File: src/rtl/chain_sum_pkg.sv
package chain_sum_pkg;

   typedef enum logic [2:0] {
      WK_IDLE     = 3'd0,
      WK_VAL_REQ  = 3'd1,
      WK_VAL_WAIT = 3'd2,
      WK_LNK_REQ  = 3'd3,
      WK_LNK_WAIT = 3'd4
   } walk_state_t;

   typedef struct packed {
      logic acc_clr;
      logic acc_add;
      logic ptr_from_head;
      logic ptr_from_link;
      logic sel_link;
      logic rd_req;
      logic finish;
   } walk_ctl_t;

endpackage

File: src/rtl/chain_sum_seq.sv
module chain_sum_seq
   import chain_sum_pkg::*;
(
   input  logic        clk,
   input  logic        rst_n,
   input  logic        start_i,
   input  logic        head_zero_i,
   input  logic        rsp_valid_i,
   input  logic        link_zero_i,
   output walk_ctl_t   ctl_o,
   output logic        busy_o,
   output logic        done_o
);

   walk_state_t state_q, state_d;
   logic        done_q;

   always_comb begin
      state_d = state_q;
      ctl_o   = '0;
      unique case (state_q)
         WK_IDLE: begin
            if (start_i) begin
               ctl_o.acc_clr = 1'b1;
               if (head_zero_i) begin
                  ctl_o.finish = 1'b1;
               end else begin
                  ctl_o.ptr_from_head = 1'b1;
                  state_d = WK_VAL_REQ;
               end
            end
         end
         WK_VAL_REQ: begin
            ctl_o.rd_req = 1'b1;
            state_d      = WK_VAL_WAIT;
         end
         WK_VAL_WAIT: begin
            if (rsp_valid_i) begin
               ctl_o.acc_add = 1'b1;
               state_d       = WK_LNK_REQ;
            end
         end
         WK_LNK_REQ: begin
            ctl_o.rd_req   = 1'b1;
            ctl_o.sel_link = 1'b1;
            state_d        = WK_LNK_WAIT;
         end
         WK_LNK_WAIT: begin
            ctl_o.sel_link = 1'b1;
            if (rsp_valid_i) begin
               if (link_zero_i) begin
                  ctl_o.finish = 1'b1;
                  state_d      = WK_IDLE;
               end else begin
                  ctl_o.ptr_from_link = 1'b1;
                  state_d             = WK_VAL_REQ;
               end
            end
         end
         default: state_d = WK_IDLE;
      endcase
   end

   always_ff @(posedge clk or negedge rst_n) begin
      if (!rst_n) begin
         state_q <= WK_IDLE;
         done_q  <= 1'b0;
      end else begin
         state_q <= state_d;
         done_q  <= ctl_o.finish;
      end
   end

   assign busy_o = (state_q != WK_IDLE);
   assign done_o = done_q;

endmodule

File: src/rtl/chain_sum_ptr.sv
module chain_sum_ptr
   import chain_sum_pkg::*;
#(
   parameter int unsigned ADDR_W   = 64,
   parameter int unsigned DATA_W   = 64,
   parameter int unsigned NEXT_OFF = 8
) (
   input  logic              clk,
   input  logic              rst_n,
   input  walk_ctl_t         ctl_i,
   input  logic [ADDR_W-1:0] head_i,
   input  logic [DATA_W-1:0] rsp_data_i,
   output logic [ADDR_W-1:0] rd_addr_o
);

   localparam logic [ADDR_W-1:0] LinkOfs = ADDR_W'(NEXT_OFF);

   logic [ADDR_W-1:0] node_q;
   logic [ADDR_W-1:0] link_addr;

   generate
      if (ADDR_W == DATA_W) begin : g_full_ptr
         assign link_addr = rsp_data_i;
      end else begin : g_narrow_ptr
         assign link_addr = rsp_data_i[ADDR_W-1:0];
      end
   endgenerate

   always_ff @(posedge clk or negedge rst_n) begin
      if (!rst_n) begin
         node_q <= '0;
      end else if (ctl_i.ptr_from_head) begin
         node_q <= head_i;
      end else if (ctl_i.ptr_from_link) begin
         node_q <= link_addr;
      end
   end

   assign rd_addr_o = ctl_i.sel_link ? (node_q + LinkOfs) : node_q;

endmodule

File: src/rtl/chain_sum_acc.sv
module chain_sum_acc
   import chain_sum_pkg::*;
#(
   parameter int unsigned DATA_W = 64
) (
   input  logic              clk,
   input  logic              rst_n,
   input  walk_ctl_t         ctl_i,
   input  logic [DATA_W-1:0] rsp_data_i,
   output logic [DATA_W-1:0] sum_o
);

   logic [DATA_W-1:0] acc_q;

   always_ff @(posedge clk or negedge rst_n) begin
      if (!rst_n) begin
         acc_q <= '0;
      end else if (ctl_i.acc_clr) begin
         acc_q <= '0;
      end else if (ctl_i.acc_add) begin
         acc_q <= acc_q + rsp_data_i;
      end
   end

   assign sum_o = acc_q;

endmodule

File: src/rtl/chain_sum_engine.sv
module chain_sum_engine
   import chain_sum_pkg::*;
#(
   parameter int unsigned DATA_W   = 64,
   parameter int unsigned ADDR_W   = 64,
   parameter int unsigned NEXT_OFF = 8
) (
   input  logic              clk,
   input  logic              rst_n,
   input  logic              start_i,
   input  logic [ADDR_W-1:0] head_i,
   output logic              busy_o,
   output logic              done_o,
   output logic [DATA_W-1:0] sum_o,
   output logic              rd_req_o,
   output logic [ADDR_W-1:0] rd_addr_o,
   input  logic              rd_valid_i,
   input  logic [DATA_W-1:0] rd_data_i
);

   generate
      if (ADDR_W > DATA_W || ADDR_W < 4) begin : g_bad_addr_w
         $error("chain_sum_engine: ADDR_W must be between 4 and DATA_W");
      end
      if (NEXT_OFF == 0 || NEXT_OFF >= (1 << (ADDR_W > 30 ? 30 : ADDR_W))) begin : g_bad_off
         $error("chain_sum_engine: NEXT_OFF must be nonzero and fit in ADDR_W");
      end
   endgenerate

   walk_ctl_t ctl;
   logic      head_zero;
   logic      link_zero;

   assign head_zero = (head_i == '0);
   assign link_zero = (rd_data_i == '0);

   chain_sum_seq u_seq (
      .clk         (clk),
      .rst_n       (rst_n),
      .start_i     (start_i),
      .head_zero_i (head_zero),
      .rsp_valid_i (rd_valid_i),
      .link_zero_i (link_zero),
      .ctl_o       (ctl),
      .busy_o      (busy_o),
      .done_o      (done_o)
   );

   chain_sum_ptr #(
      .ADDR_W   (ADDR_W),
      .DATA_W   (DATA_W),
      .NEXT_OFF (NEXT_OFF)
   ) u_ptr (
      .clk        (clk),
      .rst_n      (rst_n),
      .ctl_i      (ctl),
      .head_i     (head_i),
      .rsp_data_i (rd_data_i),
      .rd_addr_o  (rd_addr_o)
   );

   chain_sum_acc #(
      .DATA_W (DATA_W)
   ) u_acc (
      .clk        (clk),
      .rst_n      (rst_n),
      .ctl_i      (ctl),
      .rsp_data_i (rd_data_i),
      .sum_o      (sum_o)
   );

   assign rd_req_o = ctl.rd_req;

endmodule

File: config.mk
export PLATFORM = sky130hd
export DESIGN_NAME = chain_sum_engine
export DESIGN_NICKNAME = d
export VERILOG_FILES = /design/src/rtl/chain_sum_pkg.sv /design/src/rtl/chain_sum_seq.sv /design/src/rtl/chain_sum_ptr.sv /design/src/rtl/chain_sum_acc.sv /design/src/rtl/chain_sum_engine.sv
export SDC_FILE = /design/constraint.sdc
export NUM_CORES = 1
export LEC_CHECK = 0
export BUFFER_PORTS_ARGS = -buffer_cell sky130_fd_sc_hd__buf_4
export CAP_MARGIN = 10
export CELL_PAD_IN_SITES_DETAIL_PLACEMENT = 1
export CELL_PAD_IN_SITES_GLOBAL_PLACEMENT = 1
export CORE_MARGIN = 4
export CORE_UTILIZATION = 41
export CTS_CLUSTER_DIAMETER = 100
export DETAILED_ROUTE_END_ITERATION = 10
export PLACE_DENSITY_LB_ADDON = 0.1
export SYNTH_ARGS = -nofsm -noshare
export SYNTH_HDL_FRONTEND = slang
export SYNTH_SLANG_ARGS = --single-unit
File: constraint.sdc
create_clock -name clk -period 5.7 [get_ports clk]
set_input_delay 1.14 -clock clk [delete_from_list [all_inputs] [get_ports clk]]
set_output_delay 1.14 -clock clk [all_outputs]
set_load 0.01 [all_outputs]
Yosys cells after proc, flatten, opt, wreduce, memory -nomap -nowiden:

Index checks and enable logic that the tools add are counted.

* add/sub/neg operators: 2
* equality and inequality tests: 8
* mux-type cells: 28
* reduce and logical (&&, ||, !) cells: 9

Operators with widths (count)
* $mux W64: 5
* $logic_not A64 Y1: 2
* $add A64 B4 Y64 const B: 1
* $add A64 B64 Y64: 1
* $mux W1: 17
* $pmux W3 S5: 1
* $mux W3: 4
* $ne A2 B2 Y1 const B: 4
* $eq A3 B2 Y1 const B: 2
* $reduce_and A4 Y1: 1
* $reduce_bool A2 Y1: 2
* $reduce_or A2 Y1: 2
* $eq A3 B1 Y1 const B: 1
* $eq A3 B3 Y1 const B: 1
* $logic_not A3 Y1: 1
* $reduce_bool A3 Y1: 1
* $pmux W1 S2: 1

* flip-flop bits (word level): 132
* input port bits: 132
* output and inout bits: 131
* word-level logic and storage cells: 51

Logic depth before layout (Yosys ltp):

* depth in word-level cells: 6
* mapped depth: 13

By module:

From an unflattened synthesis, not the netlist that was laid out.

* cells, all modules: 1341
* area, all modules: 11354.6 sq um

By module, submodules not included
* chain_sum_acc: times used 1, cells an instance 795, area an instance 6546.3 sq um, sequential area each 1601.5 sq um
* chain_sum_ptr: times used 1, cells an instance 476, area an instance 4265.3 sq um, sequential area each 1601.5 sq um
* chain_sum_engine: times used 1, cells an instance 42, area an instance 287.8 sq um, sequential area each 0.0 sq um
* chain_sum_seq: times used 1, cells an instance 28, area an instance 255.2 sq um, sequential area each 100.1 sq um

Worst setup path before layout:

Ideal clock, no wire load.

* path type: input to register
* start point: in rd_data_i[0]
* end point: reg u_acc.acc_q[58] (netlist: u_acc.sum_o[58])
* setup time: 82 ps
* arrival time: 3468 ps
* data required time: 5618 ps
* setup slack: 2150 ps
* stages: 13
* buffers on the path: 0
* cell sequence: ha_1 -> inv_1 -> fa_1 -> nand2b_1 -> a21oi_2 -> nor3_2 -> o21ai_4 -> o21ai_2 -> a21oi_2 -> o2111a_2 -> o21ai_1 -> or4_1 -> a31oi_1

* cells in the longest elaborated chain, start to end: 3

RTL lines
* from (decl): RTL line chain_sum_engine.sv:18 `input logic [DATA_W-1:0] rd_data_i`
* $add A64 B64 Y64: RTL line chain_sum_acc.sv:21 `acc_q <= acc_q + rsp_data_i;`
* $mux W64: RTL line chain_sum_acc.sv:20 `end else if (ctl_i.acc_add) begin`
* $mux W64: RTL line chain_sum_acc.sv:18 `end else if (ctl_i.acc_clr) begin`
* to (signal assigned): RTL line chain_sum_acc.sv:21
* to (decl): RTL line chain_sum_acc.sv:13 `logic [DATA_W-1:0] acc_q;`

Every way passes these cells. The select of a mux whose other input is x is not followed.
A chain may end at the register's enable or synchronous reset.

Worst setup path after layout:

* start point: reg u_seq.state_q[1]
* end point: out rd_addr_o[62]

* cells in the longest elaborated chain, start to end: 4
* elaborated cells between the ends (all ways): 5
* those cells by class: eq/ne (2); mux (2); reduce/logical (1)

RTL lines
* from (decl): RTL line chain_sum_seq.sv:15 `walk_state_t state_q, state_d;`
* from (signal assigned): RTL line chain_sum_seq.sv:69 `state_q <= state_d;`
* $eq A3 B2 Y1 or $eq A3 B3 Y1 (tied branches): RTL line chain_sum_seq.sv:21 `unique case (state_q)`
* $reduce_or A2 Y1 (no source line) *
* $mux W1 *: RTL line chain_sum_seq.sv:21
* $mux W64 *: RTL line chain_sum_ptr.sv:39 `assign rd_addr_o = ctl_i.sel_link ? (node_q + LinkOfs) : node_q;`
* to (decl): RTL line chain_sum_engine.sv:16 `output logic [ADDR_W-1:0] rd_addr_o,`

Mark *: on every way between the ends. The rest lies on a longest branch, timed or not.

==> impl_metrics.json <==
{
  "die_x_um": 171,
  "crit_type": "register to primary output",
  "drc": 0,
  "holdPathStages": 1,
  "synth_fa_ha_area_frac": 0.0756,
  "post-synth-top-count-cell": "nand2_1",
  "r2r-start": "u_seq.state_q[1]",
  "drtIter0Drc": 693,
  "synth_mux_area_frac": 0.0573,
  "nNetsFinal": 1719,
  "outcome": "finished clean",
  "cts_max_path_buffers": 2,
  "antenna_found_initial": 0,
  "num_rows": 59,
  "vias": 11000,
  "synth_top_family_by_area": "simple AND/OR/NAND/NOR gates",
  "synth_cells": 1298,
  "powerDensity_nw_per_um2": 519,
  "cts_root_buf": "clkbuf_16",
  "crit_path_end_kind": "primary output",
  "fin_skew_ps": 11.5,
  "areaGrowthSynthToFinish_pct": 26.5,
  "hold_viol_final": 0,
  "die_h_um": 171,
  "cts_buffers": 17,
  "cts_sinks": 132,
  "slowest_stage": "dfrtp_1",
  "combPwrFrac": 0.552,
  "path_max_fanout": 10,
  "post_cts_buffers": 0,
  "ys_warn_count": 0,
  "hold_path_class": "register to register",
  "grt_pass1_wl_um": 64500,
  "cp_slowest_stage_delay_ps": 510,
  "yosys_register_bits": 132,
  "clk_pin_slew_worst_paths_ps": 60,
  "synth_top_area_share": 0.304,
  "r2r_slack_ps": 2030,
  "rsz0062_at_grt": "no",
  "synth_top_area_cell": "dfrtp_1",
  "timing.fmax_ghz": 0.225,
  "swShare": 0.451,
  "cts_tree": "yes",
  "drv_cap": 0,
  "boundaryPins": 263,
  "start_util": 0.416,
  "vdd_drop_max_v": 0.000233,
  "detail_route.wl_per_cell_um": 22.7,
  "tns_ps": 0,
  "grt_max_degree": 96,
  "leakage_nw": 6.18,
  "synthTopCellsByArea": "dfrtp_1 (30%), ha_1 (7.4%), o21ai_0 (6.7%)",
  "place_congestion": 0.935,
  "tightestPinTransition_ps": 1130,
  "ys_types": 84,
  "drt_wl_total_um": 42400,
  "cp_data_required_time_ps": 4560,
  "post_cts_resized": 0,
  "finalSetupViolCount": 0,
  "dpl.hpwl_um": 33400,
  "port_buffers": 262,
  "synth-async-reset-ratio": 1.00,
  "drt-pass1-iter-count": 5,
  "hp-start": "u_acc.sum_o[63]",
  "synthFlopType": "dfrtp_1",
  "synthXorXnorAreaFrac": 0.0944,
  "drive_gt1_frac": 0.228,
  "critPathLaunchType": "register",
  "worstReg2RegEnd": "u_ptr.node_q[48]",
  "crit_chain": "nor3b_4 > o2111ai_4 > nor3_4 > nand2_1 > nor4_4 > nand3_1 > nor3_1 > xnor2_1 > buf_4",
  "ctsHoldBuffers": 0,
  "ys_seq_area_frac": 0.304,
  "ff2ff_path_depth": 5,
  "fin_crit_sh": 0.779,
  "syn-num-nets": 1495,
  "diodes": 0,
  "first_global_vias": 11100,
  "min_period_ps": 4440,
  "synth_edf_count": 0,
  "min_to": "u_acc.sum_o[63]",
  "slew_violations": 0,
  "slew_headroom": 0.246,
  "total_power_mw": 7.12,
  "synthSimpleGateAreaFrac": 0.223,
  "synth_compound_area_frac": 0.212,
  "viasPerCell": 5.89,
  "syn-mean-instance-area_um2": 8.36,
  "arrival_ps": 3300,
  "clk_latency_ps": 430,
  "pwr-share-seq": 0.259,
  "coreArea_um2": 26100,
  "grt_use_total": 0.285,
  "htreeDepth": 4,
  "die_area_um2": 29100,
  "place_area_um2": 13000,
  "clkPwrFrac": 0.189,
  "drtAntennaViolNets": 0,
  "yosys-top-cells-count": "nand2_1 (186), o21ai_0 (146), dfrtp_1 (132)",
  "syn_area_um2": 10900,
  "fin_area_um2": 13700,
  "power.switching_mw": 3.21,
  "p_int_mw": 3.91,
  "whs_ps": 522,
  "gr-total-overflow": 0
}
==> sequential cells by signal (all words and copies together) (netlist names) <==
register,count
u_seq.state_q,3
u_acc.sum_o,64
u_ptr.node_q,64
u_seq.done_o,1
==> per-layer routing <==
| metal | share of wire | routed length (um) | GRT usage | up-vias |
|---|---|---|---|---|
| met4 | 0.021 | 894 | 0.0733 | 0 |
| met2 | 0.48 | 20400 | 0.479 | 298 |
| met3 | 0.052 | 2220 | 0.0393 | 54 |
| met1 | 0.44 | 18800 | 0.387 | 5495 |
| met5 | 0 | 0 | 0 | - |
| li1 | - | - | - | 5163 |
==> power by group through the flow <==
| stage | logic [mW] | clock network [mW] | registers (mW) |
|---|---|---|---|
| 2_1_floorplan | 2.47 | 0 | 1.76 |
| 3_3_place_gp | 3.80 | 0 | 1.83 |
| 3_5_place_dp | 3.90 | 0 | 1.84 |
| 4_1_cts | 3.93 | 1.36 | 1.84 |
| 5_1_grt | 4.31 | 1.40 | 1.91 |
| 6_report | 3.93 | 1.34 | 1.85 |
==> layout make-up <==
type | instances | area (um^2)
fillers | 3148 | 12300
inverters | 23 | 86.3
multi-input cells | 1080 | 7210
clock inverters | 13 | 254
clock buffers | 19 | 443
flip-flops and latches | 132 | 3300
repair buffers | 268 | 2020
well taps | 335 | 419
==> worst max path at each step <==
| stage | startpoint | endpoint | depth (start not counted) |
|---|---|---|---|
| CTS | u_seq.state_q[1] | rd_addr_o[62] | 9 |
| global placement | rd_data_i[21] | u_ptr.node_q[29] | 8 |
| detailed placement | rd_data_i[21] | u_ptr.node_q[26] | 8 |
| finish | u_seq.state_q[1] | rd_addr_o[62] | 9 |
| floorplan | rd_data_i[0] | u_acc.sum_o[58] | 13 |
| global route | u_seq.state_q[1] | rd_addr_o[62] | 9 |
==> placed cells by master (no fill, tap or decap), drive strengths merged, types with 9 or more instances in the layout <==
master,instances
xnor2,78
a211oi,9
ha,64
inv,23
mux2i,61
and3,16
nor2,69
nand2,188
a21oi,82
nand3,65
a21o,37
nand4,37
nor4,40
clkbuf,19
xor2,39
dfrtp,132
nor3,16
o21ai,164
buf,268
o21bai,10
==> logic make-up after synthesis <==
family / after synthesis
compound gates: 364
mux: 62
xor+xnor: 117
flops: 132
buf+inv: 86
simple gates: 472
fa+ha+maj: 65
==> stage by stage <==
stage	worst slack [ps]	instances	util
floorplan	2150	1298	-
global placement	1080	1838	0.500
detailed placement	990	1838	0.500
CTS	1260	1870	0.527
global route	1060	1870	0.527
finish	1260	1870	0.527
==> critical path: cells and delay by family (launching register included) <==
family	cells	cell delay, ps
AND/OR/NAND/NOR	6	1830
flip-flops	1	510
AO/OA/AOI/OAI	1	210
buffers and inverters	1	160
XOR/XNOR	1	160
(Power assumes the default switching activity.)
